### config.mk
export PLATFORM = sky130hd
export DESIGN_NAME = nrz_symbol_decoder
export DESIGN_NICKNAME = d
export VERILOG_FILES = /design/src/rtl/gd_pkg.sv /design/src/rtl/gd_shift_window.sv /design/src/rtl/gd_sym_classify.sv /design/src/rtl/gd_frame_ctrl.sv /design/src/rtl/nrz_symbol_decoder.sv
export SDC_FILE = /design/constraint.sdc
export NUM_CORES = 1
export LEC_CHECK = 0
export BUFFER_PORTS_ARGS = -buffer_cell sky130_fd_sc_hd__buf_2
export CORE_MARGIN = 3
export CORE_UTILIZATION = 31
export DETAILED_ROUTE_END_ITERATION = 8
export PLACE_DENSITY = 0.59
export SYNTH_ARGS = -nofsm -noshare
export SYNTH_HDL_FRONTEND = slang
export SYNTH_SLANG_ARGS = --single-unit
### constraint.sdc
create_clock -name clk -period 1.8 [get_ports clk]
set_input_delay 0.54 -clock clk [delete_from_list [all_inputs] [get_ports clk]]
set_output_delay 0.54 -clock clk [all_outputs]
set_load 0.005 [all_outputs]
### src/rtl/gd_pkg.sv
package gd_pkg;
  localparam int GRP_W = 5;
  localparam int NIB_W = 4;

  localparam logic [GRP_W-1:0] SYM_IDLE = 5'b11111;
  localparam logic [GRP_W-1:0] SYM_J    = 5'b11000;
  localparam logic [GRP_W-1:0] SYM_K    = 5'b10001;
  localparam logic [GRP_W-1:0] SYM_T    = 5'b01101;
  localparam logic [GRP_W-1:0] SYM_R    = 5'b00111;
  localparam logic [GRP_W-1:0] SYM_H    = 5'b00100;

  typedef enum logic [2:0] {
    SK_DATA, SK_IDLE, SK_J, SK_K, SK_T, SK_R, SK_H, SK_BAD
  } sym_kind_e;

  typedef struct packed {
    sym_kind_e        kind;
    logic [NIB_W-1:0] nib;
  } sym_t;

  typedef enum logic { FS_HUNT, FS_LOCK } fs_e;

  function automatic sym_t classify(input logic [GRP_W-1:0] g);
    sym_t s;
    s.kind = SK_DATA;
    s.nib  = '0;
    case (g)
      5'b11110: s.nib = 4'h0;
      5'b01001: s.nib = 4'h1;
      5'b10100: s.nib = 4'h2;
      5'b10101: s.nib = 4'h3;
      5'b01010: s.nib = 4'h4;
      5'b01011: s.nib = 4'h5;
      5'b01110: s.nib = 4'h6;
      5'b01111: s.nib = 4'h7;
      5'b10010: s.nib = 4'h8;
      5'b10011: s.nib = 4'h9;
      5'b10110: s.nib = 4'hA;
      5'b10111: s.nib = 4'hB;
      5'b11010: s.nib = 4'hC;
      5'b11011: s.nib = 4'hD;
      5'b11100: s.nib = 4'hE;
      5'b11101: s.nib = 4'hF;
      SYM_IDLE: s.kind = SK_IDLE;
      SYM_J:    s.kind = SK_J;
      SYM_K:    s.kind = SK_K;
      SYM_T:    s.kind = SK_T;
      SYM_R:    s.kind = SK_R;
      SYM_H:    s.kind = SK_H;
      default:  s.kind = SK_BAD;
    endcase
    return s;
  endfunction
endpackage

### src/rtl/gd_shift_window.sv
module gd_shift_window #(
  parameter int DEPTH = 11
) (
  input  logic             clk,
  input  logic             rst_n,
  input  logic             shift_en,
  input  logic             bit_in,
  output logic [DEPTH-1:0] win_next
);
  logic [DEPTH-1:0] win_q;

  assign win_next = {win_q[DEPTH-2:0], bit_in};

  always_ff @(posedge clk) begin
    if (!rst_n)        win_q <= '0;
    else if (shift_en) win_q <= win_next;
  end
endmodule

### src/rtl/gd_sym_classify.sv
module gd_sym_classify
  import gd_pkg::*;
(
  input  logic [GRP_W-1:0] grp,
  output sym_t             sym
);
  always_comb sym = classify(grp);
endmodule

### src/rtl/gd_frame_ctrl.sv
module gd_frame_ctrl
  import gd_pkg::*;
#(
  parameter logic [NIB_W-1:0] PRE_NIB = 4'h5,
  parameter logic [NIB_W-1:0] BAD_NIB = 4'h7
) (
  input  logic                 clk,
  input  logic                 rst_n,
  input  logic                 bit_valid,
  input  logic [2*GRP_W:0]     win_next,
  input  sym_t                 sym,
  output logic [NIB_W-1:0]     nib_q,
  output logic                 nib_vld_q,
  output logic                 err_q,
  output logic                 dv_q
);
  localparam int WIN_W = 2*GRP_W + 1;
  localparam int PH_W  = $clog2(GRP_W);
  localparam logic [PH_W-1:0]  PH_LAST  = PH_W'(GRP_W - 1);
  localparam logic [WIN_W-1:0] SYNC_PAT = {1'b1, SYM_J, SYM_K};

  fs_e              st_q, st_n;
  logic [PH_W-1:0]  ph_q, ph_n;
  logic             tseen_q, tseen_n;
  logic             pend_q, pend_n;
  logic             emit, emit_err, term;
  logic [NIB_W-1:0] emit_nib;

  always_comb begin
    st_n     = st_q;
    ph_n     = ph_q;
    tseen_n  = tseen_q;
    pend_n   = 1'b0;
    emit     = 1'b0;
    emit_err = 1'b0;
    emit_nib = '0;
    term     = 1'b0;

    if (pend_q) begin
      emit     = 1'b1;
      emit_nib = PRE_NIB;
    end

    case (st_q)
      FS_HUNT: begin
        if (bit_valid && win_next == SYNC_PAT) begin
          st_n     = FS_LOCK;
          ph_n     = '0;
          tseen_n  = 1'b0;
          pend_n   = 1'b1;
          emit     = 1'b1;
          emit_nib = PRE_NIB;
        end
      end
      default: begin
        if (bit_valid) begin
          if (ph_q == PH_LAST) begin
            ph_n = '0;
            if (tseen_q) begin
              tseen_n = 1'b0;
              st_n    = FS_HUNT;
              if (sym.kind != SK_R) begin
                emit     = 1'b1;
                emit_err = 1'b1;
                emit_nib = BAD_NIB;
                term     = 1'b1;
              end
            end else begin
              case (sym.kind)
                SK_DATA: begin
                  emit     = 1'b1;
                  emit_nib = sym.nib;
                end
                SK_T: tseen_n = 1'b1;
                SK_IDLE: begin
                  emit     = 1'b1;
                  emit_err = 1'b1;
                  emit_nib = BAD_NIB;
                  term     = 1'b1;
                  st_n     = FS_HUNT;
                end
                default: begin
                  emit     = 1'b1;
                  emit_err = 1'b1;
                  emit_nib = BAD_NIB;
                end
              endcase
            end
          end else begin
            ph_n = ph_q + 1'b1;
          end
        end
      end
    endcase
  end

  always_ff @(posedge clk) begin
    if (!rst_n) begin
      st_q      <= FS_HUNT;
      ph_q      <= '0;
      tseen_q   <= 1'b0;
      pend_q    <= 1'b0;
      nib_q     <= '0;
      nib_vld_q <= 1'b0;
      err_q     <= 1'b0;
      dv_q      <= 1'b0;
    end else begin
      st_q      <= st_n;
      ph_q      <= ph_n;
      tseen_q   <= tseen_n;
      pend_q    <= pend_n;
      nib_q     <= emit_nib;
      nib_vld_q <= emit;
      err_q     <= emit_err;
      dv_q      <= (st_n == FS_LOCK) || term;
    end
  end
endmodule

### src/rtl/nrz_symbol_decoder.sv
module nrz_symbol_decoder
  import gd_pkg::*;
(
  input  logic             clk,
  input  logic             rst_n,
  input  logic             line_bit,
  input  logic             line_bit_vld,
  output logic [NIB_W-1:0] nib_data,
  output logic             nib_vld,
  output logic             nib_err,
  output logic             rx_active
);
  localparam int WIN_W = 2*GRP_W + 1;

  logic [WIN_W-1:0] win_next;
  sym_t             grp_sym;

  gd_shift_window #(.DEPTH(WIN_W)) u_win (
    .clk      (clk),
    .rst_n    (rst_n),
    .shift_en (line_bit_vld),
    .bit_in   (line_bit),
    .win_next (win_next)
  );

  gd_sym_classify u_cls (
    .grp (win_next[GRP_W-1:0]),
    .sym (grp_sym)
  );

  gd_frame_ctrl u_ctl (
    .clk       (clk),
    .rst_n     (rst_n),
    .bit_valid (line_bit_vld),
    .win_next  (win_next),
    .sym       (grp_sym),
    .nib_q     (nib_data),
    .nib_vld_q (nib_vld),
    .err_q     (nib_err),
    .dv_q      (rx_active)
  );
endmodule

; Word level (Yosys, flattened, before mapping)
; Cells that the tools add are included.
[word_totals]
regBits = 23
out_inout_bits = 7
n_memories = 0
rom_bits = 0
mem_bits_rw = 0
latchBits = 0
[op_classes]
mux = 42
n_reduce_logical = 10
order_cmp = 0
n_shift = 0
add_sub_neg = 1
n_mul = 0
bitwise_logic = 1
div_mod_pow = 0
n_eq_ne = 29
[op_table]
columns = cell, n
row1 = "5-bit == test, second input constant", 14
row2 = 4-bit case mux with 15 select lines, 1
row3 = "5-bit by 4-bit == test with 1-bit output, second input constant", 6
row4 = 1-bit 2-to-1 mux, 28
row5 = 3-bit 2-to-1 mux, 7
row6 = 3-bit case mux with 7 select lines, 1
row7 = 4-bit 2-to-1 mux, 4
row8 = 16-bit OR reduction, 1
row9 = "11-bit == test, second input constant", 1
row10 = "5-bit by 3-bit == test with 1-bit output, second input constant", 2
row11 = 4-bit case mux with 2 select lines, 1
row12 = "3-bit == test, second input constant", 2
row13 = "2-bit != test, second input constant", 2
row14 = 4-bit AND reduction, 1
row15 = 2-bit OR reduction, 2
row16 = "3-bit by 1-bit adder with 3-bit output, second input constant", 1
row17 = "3-bit by 1-bit == test with 1-bit output, second input constant", 1
row18 = 3-bit logical NOT, 1
row19 = "3-bit != test, second input constant", 1
row20 = 3-bit AND reduction, 1
row21 = 2-bit AND reduction, 1
row22 = 2-bit nonzero test, 1
row23 = 1-bit logical AND, 1
row24 = 1-bit logical OR, 1
row25 = 1-bit inverter, 1

; Depth between registers and ports, before layout
; Gate-level depths: netlist of the first run.
[logic_depth]
ltp_word = 10
depth_mapped = 6
mapped_depth_nobuf = 6

; By module
; From an unflattened synthesis of the first run, not the netlist that was laid out.
[hier_totals]
cells_unflattened = 140
area_unflattened_um2 = 1248.7
[modules_own_cells]
columns = module, area_per_inst_um2, seq_area_each_um2, cells_per_inst, instances
row1 = gd_frame_ctrl, 639.4, 260.2, 72, 1
row2 = gd_shift_window, 381.6, 200.2, 32, 1
row3 = gd_sym_classify, 227.7, 0.0, 36, 1

; Worst setup path before layout of the first run
; No wires, ideal clock.
[synth_path]
path_kind = input-to-reg
start = input port line_bit_vld
end = register u_ctl.nib_q[0]
cell_stages = 5
setup_time_ns = 0.086
setup_slack_ns = 0.038
t_arrival_ns = 1.676
cell_sequence = clkbuf_1 -> or4b_1 -> nor4_2 -> a211oi_1 -> a211oi_1
[synth_via]
elab_chain_len = 3
[synth_rtl]
columns = element, line
row1 = "start, declared", nrz_symbol_decoder.sv:7  ; input logic line_bit_vld,
row2 = 1-bit logical AND, gd_frame_ctrl.sv:46  ; if (bit_valid && win_next == SYNC_PAT) begin
row3 = 3-bit 2-to-1 mux, gd_frame_ctrl.sv:46
row4 = 4-bit 2-to-1 mux *, gd_frame_ctrl.sv:44  ; case (st_q)
row5 = "end signal, assigned", gd_frame_ctrl.sv:112  ; nib_q <= emit_nib;
row6 = "end, declared", gd_frame_ctrl.sv:12  ; output logic [NIB_W-1:0] nib_q,
; Mark *: on every way between the ends. The rest lies on a longest branch, timed or not.
; A chain may end at the register's enable or synchronous reset.

; Worst setup path in the final report of the first run
[layout_path]
start = register u_win.win_q[7]
end = register u_ctl.nib_q[2]
[layout_via]
elab_chain_len = 4
[layout_rtl]
columns = element, line
row1 = "start, declared", gd_shift_window.sv:10  ; logic [DEPTH-1:0] win_q;
row2 = "start signal, assigned", gd_shift_window.sv:16  ; else if (shift_en) win_q <= win_next;
row3 = 11-bit == test, gd_frame_ctrl.sv:46
row4 = 1-bit logical AND, gd_frame_ctrl.sv:46
row5 = 3-bit 2-to-1 mux, gd_frame_ctrl.sv:46
row6 = 4-bit 2-to-1 mux, gd_frame_ctrl.sv:44
; Every way passes these cells.

==> results of run 1 <==
==> per-layer routing <==
layer	GRT usage	share of wire
met5	0	0
met4	0.03291	0.0069
met3	0.04160	0.050
met2	0.1926	0.45
met1	0.1694	0.49
==> worst min-delay path, cell delays in order (launching register included) <==
cell and delay (ns):
dfxtp_1 0.32, nand2b_1 0.07, a21oi_1 0.06
==> final timing paths <==
path / end / from / slack [ns] / depth (start not counted)
hold reg to reg: u_win.win_q[9] / u_win.win_q[9] / 0.49 / 2
setup / recovery: u_ctl.nib_q[2] / u_win.win_q[7] / 0.13 / 4
hold / removal: u_win.win_q[9] / u_win.win_q[9] / 0.49 / 2
setup reg to reg: u_ctl.nib_q[2] / u_win.win_q[7] / 0.13 / 4
==> synth_stat cells (2+ instances only) <==
cell type,number
nand2b_1,2
o31a_1,2
ha_1,2
inv_1,2
a21oi_1,6
nand4_1,3
and3_1,2
xor2_1,3
o31ai_1,3
nand3_1,5
nor3_1,2
nor2_1,16
o21ai_0,2
nor3b_1,2
a211oi_1,5
dfxtp_1,23
nand2_1,9
clkbuf_1,6
or4b_1,2
mux2i_1,9
a31oi_1,2
nor2b_1,2
==> through the flow <==
| stage | setup WS (ns) | cells | util | hold WS [ns] |
|---|---|---|---|---|
| after global routing | 0.005955 | 194 | 0.3921 | 0.5363 |
| after floorplan | 0.03831 | 132 | - | 0.4539 |
| after CTS | 0.1139 | 194 | 0.3921 | 0.4981 |
| after global placement | 0.04558 | 190 | 0.3788 | 0.4627 |
| after detailed placement | 0.01199 | 190 | 0.3788 | 0.4878 |
| final | 0.1333 | 194 | 0.3921 | 0.4945 |
==> kinds of logic (layout without fill, tap and decap cells) <==
| group | count (synthesis) | after routing | synth area share |
|---|---|---|---|
| simple gates | 55 | 55 | 0.2693 |
| compound gates | 27 | 27 | 0.1610 |
| mux | 9 | 9 | 0.07726 |
| flops | 23 | 23 | 0.3948 |
| fa+ha+maj | 2 | 2 | 0.02146 |
| xor+xnor | 4 | 4 | 0.03005 |
| buf+inv | 12 | 28 | 0.04613 |
==> cells in the final DEF (no fill, tap or decap), types with 2 or more instances in the layout <==
cell type	instances
o31a_1	2
dfxtp_1	23
nand2b_1	2
nand3_1	5
o31ai_1	3
a211oi_1	5
clkbuf_8	3
or4b_1	2
xor2_1	3
nor2b_1	2
nor3_1	2
a31oi_1	2
nor3b_1	2
and3_1	2
a21oi_1	6
buf_4	11
ha_1	2
buf_2	10
nand4_1	3
mux2i_1	9
nand2_1	9
nor2_1	16
inv_1	2
o21ai_0	2
==> registers in the layout (all words and copies together) (netlist names) <==
name             cells
u_ctl.ph_q           3
u_ctl.nib_vld_q      1
u_win.win_q         10
u_ctl.nib_q          4
u_ctl.st_q           1
u_ctl.tseen_q        1
u_ctl.err_q          1
u_ctl.pend_q         1
u_ctl.dv_q           1
==> power breakdown <==
part / leakage, nW / total (mW) / internal [mW] / switching [mW]
Combinational: 0.334 / 0.0679 / 0.0284 / 0.0395
Sequential: 0.185 / 0.513 / 0.511 / 0.00216
Clock: 0.0255 / 0.320 / 0.155 / 0.165
Total: 0.545 / 0.901 / 0.694 / 0.207
==> cell type report <==
| class | instances | area (µm²) | share of cell area |
|---|---|---|---|
| timing repair buffer | 21 | 132.6 | 0.09752 |
| clock buffer | 3 | 41.29 | 0.03036 |
| tap | 46 | 57.56 | 0.04232 |
| inverter | 3 | 11.26 | 0.008280 |
| clock inverter | 1 | 5.005 | 0.003680 |
| sequential | 23 | 460.4 | 0.3385 |
| multi-input combinational | 97 | 651.9 | 0.4793 |
==> impl_metrics.yaml, run 1 <==
synthesis:
  synth_top_area_share: 0.3948
  ys_top_cells_by_area: "dfxtp_1 (39%), mux2i_1 (7.7%), nor2_1 (5.2%), a211oi_1 (3.2%), nand2_1 (2.9%)"
  synth_area_per_cell_um2: 8.834
  synth-edff-count: 0
  synth-seq-area-share: 0.3948
  synth_area_leader_cell: "dfxtp_1"
  syn_inst: 132
  syn_area_um2: 1166
  synthArstFlopShare: 0
  synth_nets: 138
  synth.distinct_cells: 44
  ys_ff_latch: 23
  synthFlopType: "dfxtp_1"
  ys_warn_count: 0
critical_path:
  critPathSlowestCell: "or4bb_1"
  cp_top_family: "simple AND/OR/NAND/NOR gates"
  cp-start-kind: "flop"
  path_cells: "or4bb_1 > nor4_2 > a211oi_1 > a211oi_1"
  cp_max_fo: 4
  required_ns: 1.98
  max_stage_delay_ns: 0.50
  cpMostUsedCell: "a211oi_1"
  setup.worst_path.class: "reg2reg"
  crit_buf_inv: 0
  end_kind: "flop"
  cp_data_arrival_time_ns: 1.85
detailed_routing:
  vias: 1022
  first_pass_iters: 4
  post_drt_wl_per_cell_um: 12.61
  drc_errors: 0
  vias_per_cell: 5.268
  drt_iter0_drc: 104
  ant_nets: 0
  wl_um: 2447
layout:
  drive_above_1_share: 0.2027
  antennaDiodeCount: 0
  syn2layout_area_growth_pct: 16.63
  fillers: 370
  stdcell_area_um2: 1360
  final_nets: 155
power:
  power.leakage_nw: 0.5454
  irDropWorstVdd_uv: 485.4
  p_per_area_nw_per_um2: 662.2
  power.total_uw: 900.7
place:
  port_buffers: 10
  globalplace.congestion: 0.8543
  dpl.hpwl_um: 1845
  post_dp_cell_area_um2: 1314
sta:
  fin_crit_sh: 0.9259
  slew_violations: 0
  tns_ns: 0
  fin_crit_ns: 1.667
  rsz0062_at_grt: "no"
  hold_violations: 0
  fmax_mhz: 600.0
  setup_viol: 0
  worstMarginPinSlew_ns: 0.3895
  skew_ns: 0.005269
  relSlewSlack: 0.7388
clock_tree:
  post_cts_resized: 0
  tritoncts: "done"
  cts_buffers: 3
  clkTransAtPathRegs_ns: 0.08
  cts-root-buf: "clkbuf_8"
  clock_path_buffers: 2
  cts_setup_buffers: 0
  clk_latency_ns: 0.27
  cts.htree.levels: 1
  cts_hold_buf: 0
  clock_sinks: 23
hold_path:
  hold_path.class: "reg2reg"
floorplanning:
  rows: 21
  core_um2: 3468
  pin_count: 11
  die_x_um: 67.33
  initial_utilization: 0.3362
  fp.dieH_um: 67.33
  die_area_um2: 4533
grt:
  grt_max_degree: 18
  grt-ovfl-total: 0
  grt_antenna_before_repair: 0
  grt_usage: 0.1258
  first_global_vias: 940
  grt_pass1_wl_um: 4340
run:
  max_cap_viol_count: 0
run_status:
  status: "complete, no violations"
No activity file was read; power rests on OpenSTA's default activity.
==> run 2: changes to the inputs <==
- PLACE_DENSITY: 0.59 -> 0.57
- clock period: 1.8 -> 1.6 ns (I/O delays scaled with it)
==> impl_metrics.yaml, run 2 (same netlist as run 1, synthesis figures left out) <==
sta:
  worst_slack_ns: -0.03942
  fin_crit_sh: 1.025
  fin_crit_ns: 1.639
  setup_viol: 4
  rsz0062_at_grt: "yes"
  whs_ns: 0.4943
  worstMarginPinSlew_ns: 0.3693
  slew_violations: 0
  tns_ns: -0.08331
  relSlewSlack: 0.7538
  hold_violations: 0
  skew_ns: 0.002600
  fmax_mhz: 610.0
floorplanning:
  die_x_um: 67.33
  core_um2: 3468
  pin_count: 11
  initial_utilization: 0.3362
  rows: 21
  die_area_um2: 4533
  fp.dieH_um: 67.33
detailed_routing:
  vias: 1028
  ant_nets: 0
  wl_um: 2625
  drt_iter0_drc: 40
  vias_per_cell: 5.039
  first_pass_iters: 4
  post_drt_wl_per_cell_um: 12.87
  drc_errors: 0
place:
  port_buffers: 10
  globalplace.congestion: 0.8287
  dpl.hpwl_um: 1934
  place_worst_setup_slack_ns: -0.1388
grt:
  first_global_vias: 1010
  grt_pass1_wl_um: 4685
  grt-busiest-layer: "met2"
  grt_use_met3: 0.04825
  grtUsageMet1: 0.1715
  grt-ovfl-total: 0
  grt_max_degree: 19
  grt_antenna_before_repair: 0
  grt_usage: 0.1325
  use_met2: 0.2037
clock_tree:
  clk_latency_ns: 0.26
  cts-root-buf: "clkbuf_8"
  cts_hold_buf: 0
  cts_buffers: 3
  clkTransAtPathRegs_ns: 0.08
  clock_path_buffers: 2
  clock_sinks: 23
  tritoncts: "done"
  cts.htree.levels: 1
run:
  max_cap_viol_count: 0
critical_path:
  cp-start-kind: "flop"
  cp_max_fo: 5
  required_ns: 1.75
  setup.worst_path.class: "reg2reg"
  end_kind: "flop"
  cp_data_arrival_time_ns: 1.79
layout:
  drive_above_1_share: 0.3291
  utilization: 0.4297
  mostFrequentLayoutCell: "buf_4"
  reg_top3: "u_win.win_q (10), u_ctl.nib_q (4), u_ctl.ph_q (3)"
  final_nets: 165
  syn2layout_area_growth_pct: 27.79
  multi_input_area_um2: 703.2
  seq_area_um2: 464.2
  largest_reg_flops: 10
  most-common-layout-cells: "buf_4 (21), dfxtp_1 (20), nor2_1 (16)"
  fillers: 374
  antennaDiodeCount: 0
  regMostFlops: "u_win.win_q"
run_status:
  violations: "setup timing"
  status: "finished, violations left"
power:
  p_per_area_nw_per_um2: 680.4
  irDropWorstVdd_uv: 508.6
  power.total_mw: 1.014
  power.leakage_nw: 0.6163
hold_path:
  hold_path.class: "reg2reg"
## run 2: worst max-delay path: stages (launching register included)
cell	delay [ns]
dfxtp_2	0.32
or4b_1	0.52
or4_4	0.49
a21oi_2	0.15
nor3_1	0.06
## run 2: cell type report
cell class | count | area share
Timing Repair Buffer | 31 | 0.1394
Clock inverter | 1 | 0.003359
Multi-Input combinational cell | 97 | 0.4719
Clock buffer | 3 | 0.02771
Tap cell | 46 | 0.03862
Inverter | 3 | 0.007557
Sequential cell | 23 | 0.3115
## run 2: power breakdown
part	switching [mW]	internal [mW]	leakage, nW
Clock	0.183	0.174	0.0255
Sequential	0.00190	0.575	0.187
Combinational	0.0467	0.0339	0.404
Total	0.231	0.782	0.616
## run 2: path summary, 6_finish.rpt
path / depth (start not counted) / end / startpoint / slack (ns)
hold / removal: 2 / u_win.win_q[9] / u_win.win_q[9] / 0.49
setup / recovery: 4 / u_ctl.ph_q[2] / u_win.win_q[2] / -0.04
hold reg to reg: 2 / u_win.win_q[9] / u_win.win_q[9] / 0.49
setup reg to reg: 4 / u_ctl.ph_q[2] / u_win.win_q[2] / -0.04
## run 2: what timing repair did
| item | 4_1_cts | 5_1_grt |
|---|---|---|
| buffers inserted | 1 | 1 |
| setup endpoints to repair | 6 | 10 |
| resized for setup | 2 | 11 |
| pin swaps | 1 | 4 |
## run 2: per-stage QoR
step	cell area, µm²	instances
5_1_grt	1490	204
6_report	1490	204
3_3_place_gp	1374	198
2_1_floorplan	1176	132
3_5_place_dp	1374	198
4_1_cts	1440	203
## run 2: metal layers
| layer | part of all wire | vias up | routed length (µm) |
|---|---|---|---|
| met5 | 0 | - | 0 |
| met4 | 0.0088 | 0 | 23 |
| met3 | 0.042 | 2 | 109 |
| met2 | 0.46 | 13 | 1198 |
| met1 | 0.49 | 482 | 1294 |
| li1 | - | 531 | - |
==> run 3: changes to the inputs <==
- SETUP_SLACK_MARGIN: not set -> 0.02
- SYNTH_HIERARCHICAL: not set -> 1
- clock period: 1.6 -> 1.8 ns (I/O delays scaled with it)
==> impl_metrics.yaml, run 3 <==
floorplanning:
  rows: 22
  fp.dieH_um: 69.47
  die_area_um2: 4825
  pin_count: 11
  die_x_um: 69.47
  core_um2: 3771
  initial_utilization: 0.3311
layout:
  largest_reg_flops: 10
  regMostFlops: "u_win/win_q"
  instances_no_fill: 229
  syn2layout_area_growth_pct: 39.08
  fillers: 373
  antennaDiodeCount: 0
  reg_top3: "u_win/win_q (10), u_ctl/nib_q (4), u_ctl/ph_q (3)"
  most-common-layout-cells: "buf_4 (28), dfxtp_1 (19), nor2b_1 (12)"
  stdcell_area_um2: 1737
  mostFrequentLayoutCell: "buf_4"
  drive_above_1_share: 0.3702
  final_nets: 188
hold_path:
  whs_path_depth: 2
  hold_path.class: "reg2reg"
synthesis:
  synth_nets: 146
  ys_ff_latch: 23
  synth-edff-count: 0
  ys_top_cells_by_area: "dfxtp_1 (37%), mux2i_1 (8.8%), nor2b_1 (6.5%), nor2_1 (3.3%), buf_6 (2.7%)"
  synth.most_common_cell: "dfxtp_1"
  syn_area_um2: 1249
  synthArstFlopShare: 0
  ys_warn_count: 6
  syn_inst: 140
  netlist_top_cells_count: "dfxtp_1 (23), nor2b_1 (13), mux2i_1 (11), nor2_1 (11), nand2_1 (8)"
  synthFlopType: "dfxtp_1"
  synth_area_per_cell_um2: 8.919
  synth-seq-area-share: 0.3687
  synth_top_area_share: 0.3687
  synth_area_leader_cell: "dfxtp_1"
  synth.distinct_cells: 46
sta:
  worstMarginPinSlew_ns: 0.3575
  setup_viol: 5
  fin_crit_ns: 2.067
  rsz0062_at_grt: "yes"
  slew_violations: 0
  worst_slack_ns: -0.2669
  relSlewSlack: 0.7617
  fmax_mhz: 483.8
  hold_violations: 0
  fin_crit_sh: 1.148
  skew_ns: 0.008997
detailed_routing:
  vias: 1155
  drc_errors: 0
  ant_nets: 0
  post_drt_wl_per_cell_um: 13.27
  drt_iter0_drc: 64
  first_pass_iters: 4
  vias_per_cell: 5.044
  wl_um: 3038
run_status:
  status: "finished, violations left"
  violations: "setup timing"
power:
  irDropWorstVdd_uv: 279.2
  power.leakage_nw: 0.7321
  p_per_area_nw_per_um2: 537.8
  power.total_uw: 934.0
critical_path:
  cp_data_arrival_time_ns: 2.21
  cp-start-kind: "flop"
  end_kind: "flop"
  cp_max_fo: 7
  setup.worst_path.class: "reg2reg"
  required_ns: 1.95
  reg2reg_depth: 7
clock_tree:
  cts_buffers: 3
  tritoncts: "done"
  clock_path_buffers: 2
  clkTransAtPathRegs_ns: 0.09
  clock_sinks: 23
  cts.htree.levels: 1
  cts-root-buf: "clkbuf_8"
  clk_latency_ns: 0.26
grt:
  grt_usage: 0.1278
  grt_pass1_wl_um: 5112
  first_global_vias: 1141
  grt_antenna_before_repair: 0
  grt-ovfl-total: 0
  grt_max_degree: 15
place:
  globalplace.congestion: 0.7823
  dpl.hpwl_um: 2124
  port_buffers: 10
  dp.cells: 218
  place_worst_setup_slack_ns: -0.6560
  post_dp_cell_area_um2: 1548
run:
  max_cap_viol_count: 0
==> run 3: cell types whose count changed after synthesis, moves of 3 or more <==
cell / before / now
a211oi_1: 5 / 0
clkbuf_1: 6 / 0
inv_1: 2 / 6
nor2_1: 16 / 11
nor2b_1: 2 / 13
o21ai_0: 2 / 5
==> run 3: critical path: stages (launching register included) <==
cell and delay, ns:
dfxtp_4 0.37, and4b_1 0.21, a221oi_2 0.21, o21ai_2 0.08
or4_4 0.56, nor3_4 0.14, nor2b_1 0.07, a311o_1 0.32
==> run 3: area by class of cell <==
cell class                      count  area, µm²  area share
Inverter                            8      40.04     0.02305
Clock buffer                        3      41.29     0.02378
Sequential cell                    23      470.5      0.2709
Multi-Input combinational cell    102      777.0      0.4474
Tap cell                           48      60.06     0.03458
Timing Repair Buffer               44      342.8      0.1974
Clock inverter                      1      5.005    0.002882
==> run 3: path summary, 6_finish.rpt <==
path	slack, ns	end	start
hold / removal	0.53	u_win/win_q[9]	u_win/win_q[9]
hold reg to reg	0.53	u_win/win_q[9]	u_win/win_q[9]
setup / recovery	-0.27	u_ctl/nib_q[0]	u_win/win_q[3]
setup reg to reg	-0.27	u_ctl/nib_q[0]	u_win/win_q[3]
==> run 3: cells by family (layout without fill, tap and decap cells) <==
group | after synthesis | in the layout | synth area share
AND/OR/NAND/NOR | 56 | 56 | 0.2545
AO/OA/AOI/OAI | 28 | 28 | 0.1623
flip-flops | 23 | 23 | 0.3687
buffers and inverters | 15 | 56 | 0.07113
multiplexers | 11 | 11 | 0.08818
XOR/XNOR | 5 | 5 | 0.03508
adder cells (fa/ha/maj) | 2 | 2 | 0.02004
==> run 3: power breakdown <==
| group | internal, mW | total (mW) | leakage [nW] | switching (mW) |
|---|---|---|---|---|
| Combinational | 0.0524 | 0.100 | 0.519 | 0.0476 |
| Sequential | 0.509 | 0.513 | 0.188 | 0.00436 |
| Clock | 0.154 | 0.321 | 0.0255 | 0.166 |
| Total | 0.716 | 0.934 | 0.732 | 0.218 |
==> run 3: what timing repair did <==
item,in CTS,in global routing
setup buffers,4,3
gates resized for setup,16,9
setup endpoints to repair,9,9
pin swaps,11,3
hold buffers,0,0
==> run 3: per-layer routing <==
metal | track usage | share of wire
met4 | 0.05857 | 0.0056
met1 | 0.1624 | 0.45
met2 | 0.2055 | 0.51
met3 | 0.02754 | 0.032
met5 | 0 | 0
==> run 3: through the flow <==
step	TNS (ns)	utilization	hold slack [ns]
2_1_floorplan	-0.9662	-	0.4750
3_3_place_gp	-3.153	0.4104	0.4945
3_5_place_dp	-3.073	0.4104	0.5144
4_1_cts	-0.9610	0.4426	0.5331
5_1_grt	-1.530	0.4605	0.5742
6_report	-0.9621	0.4605	0.5293
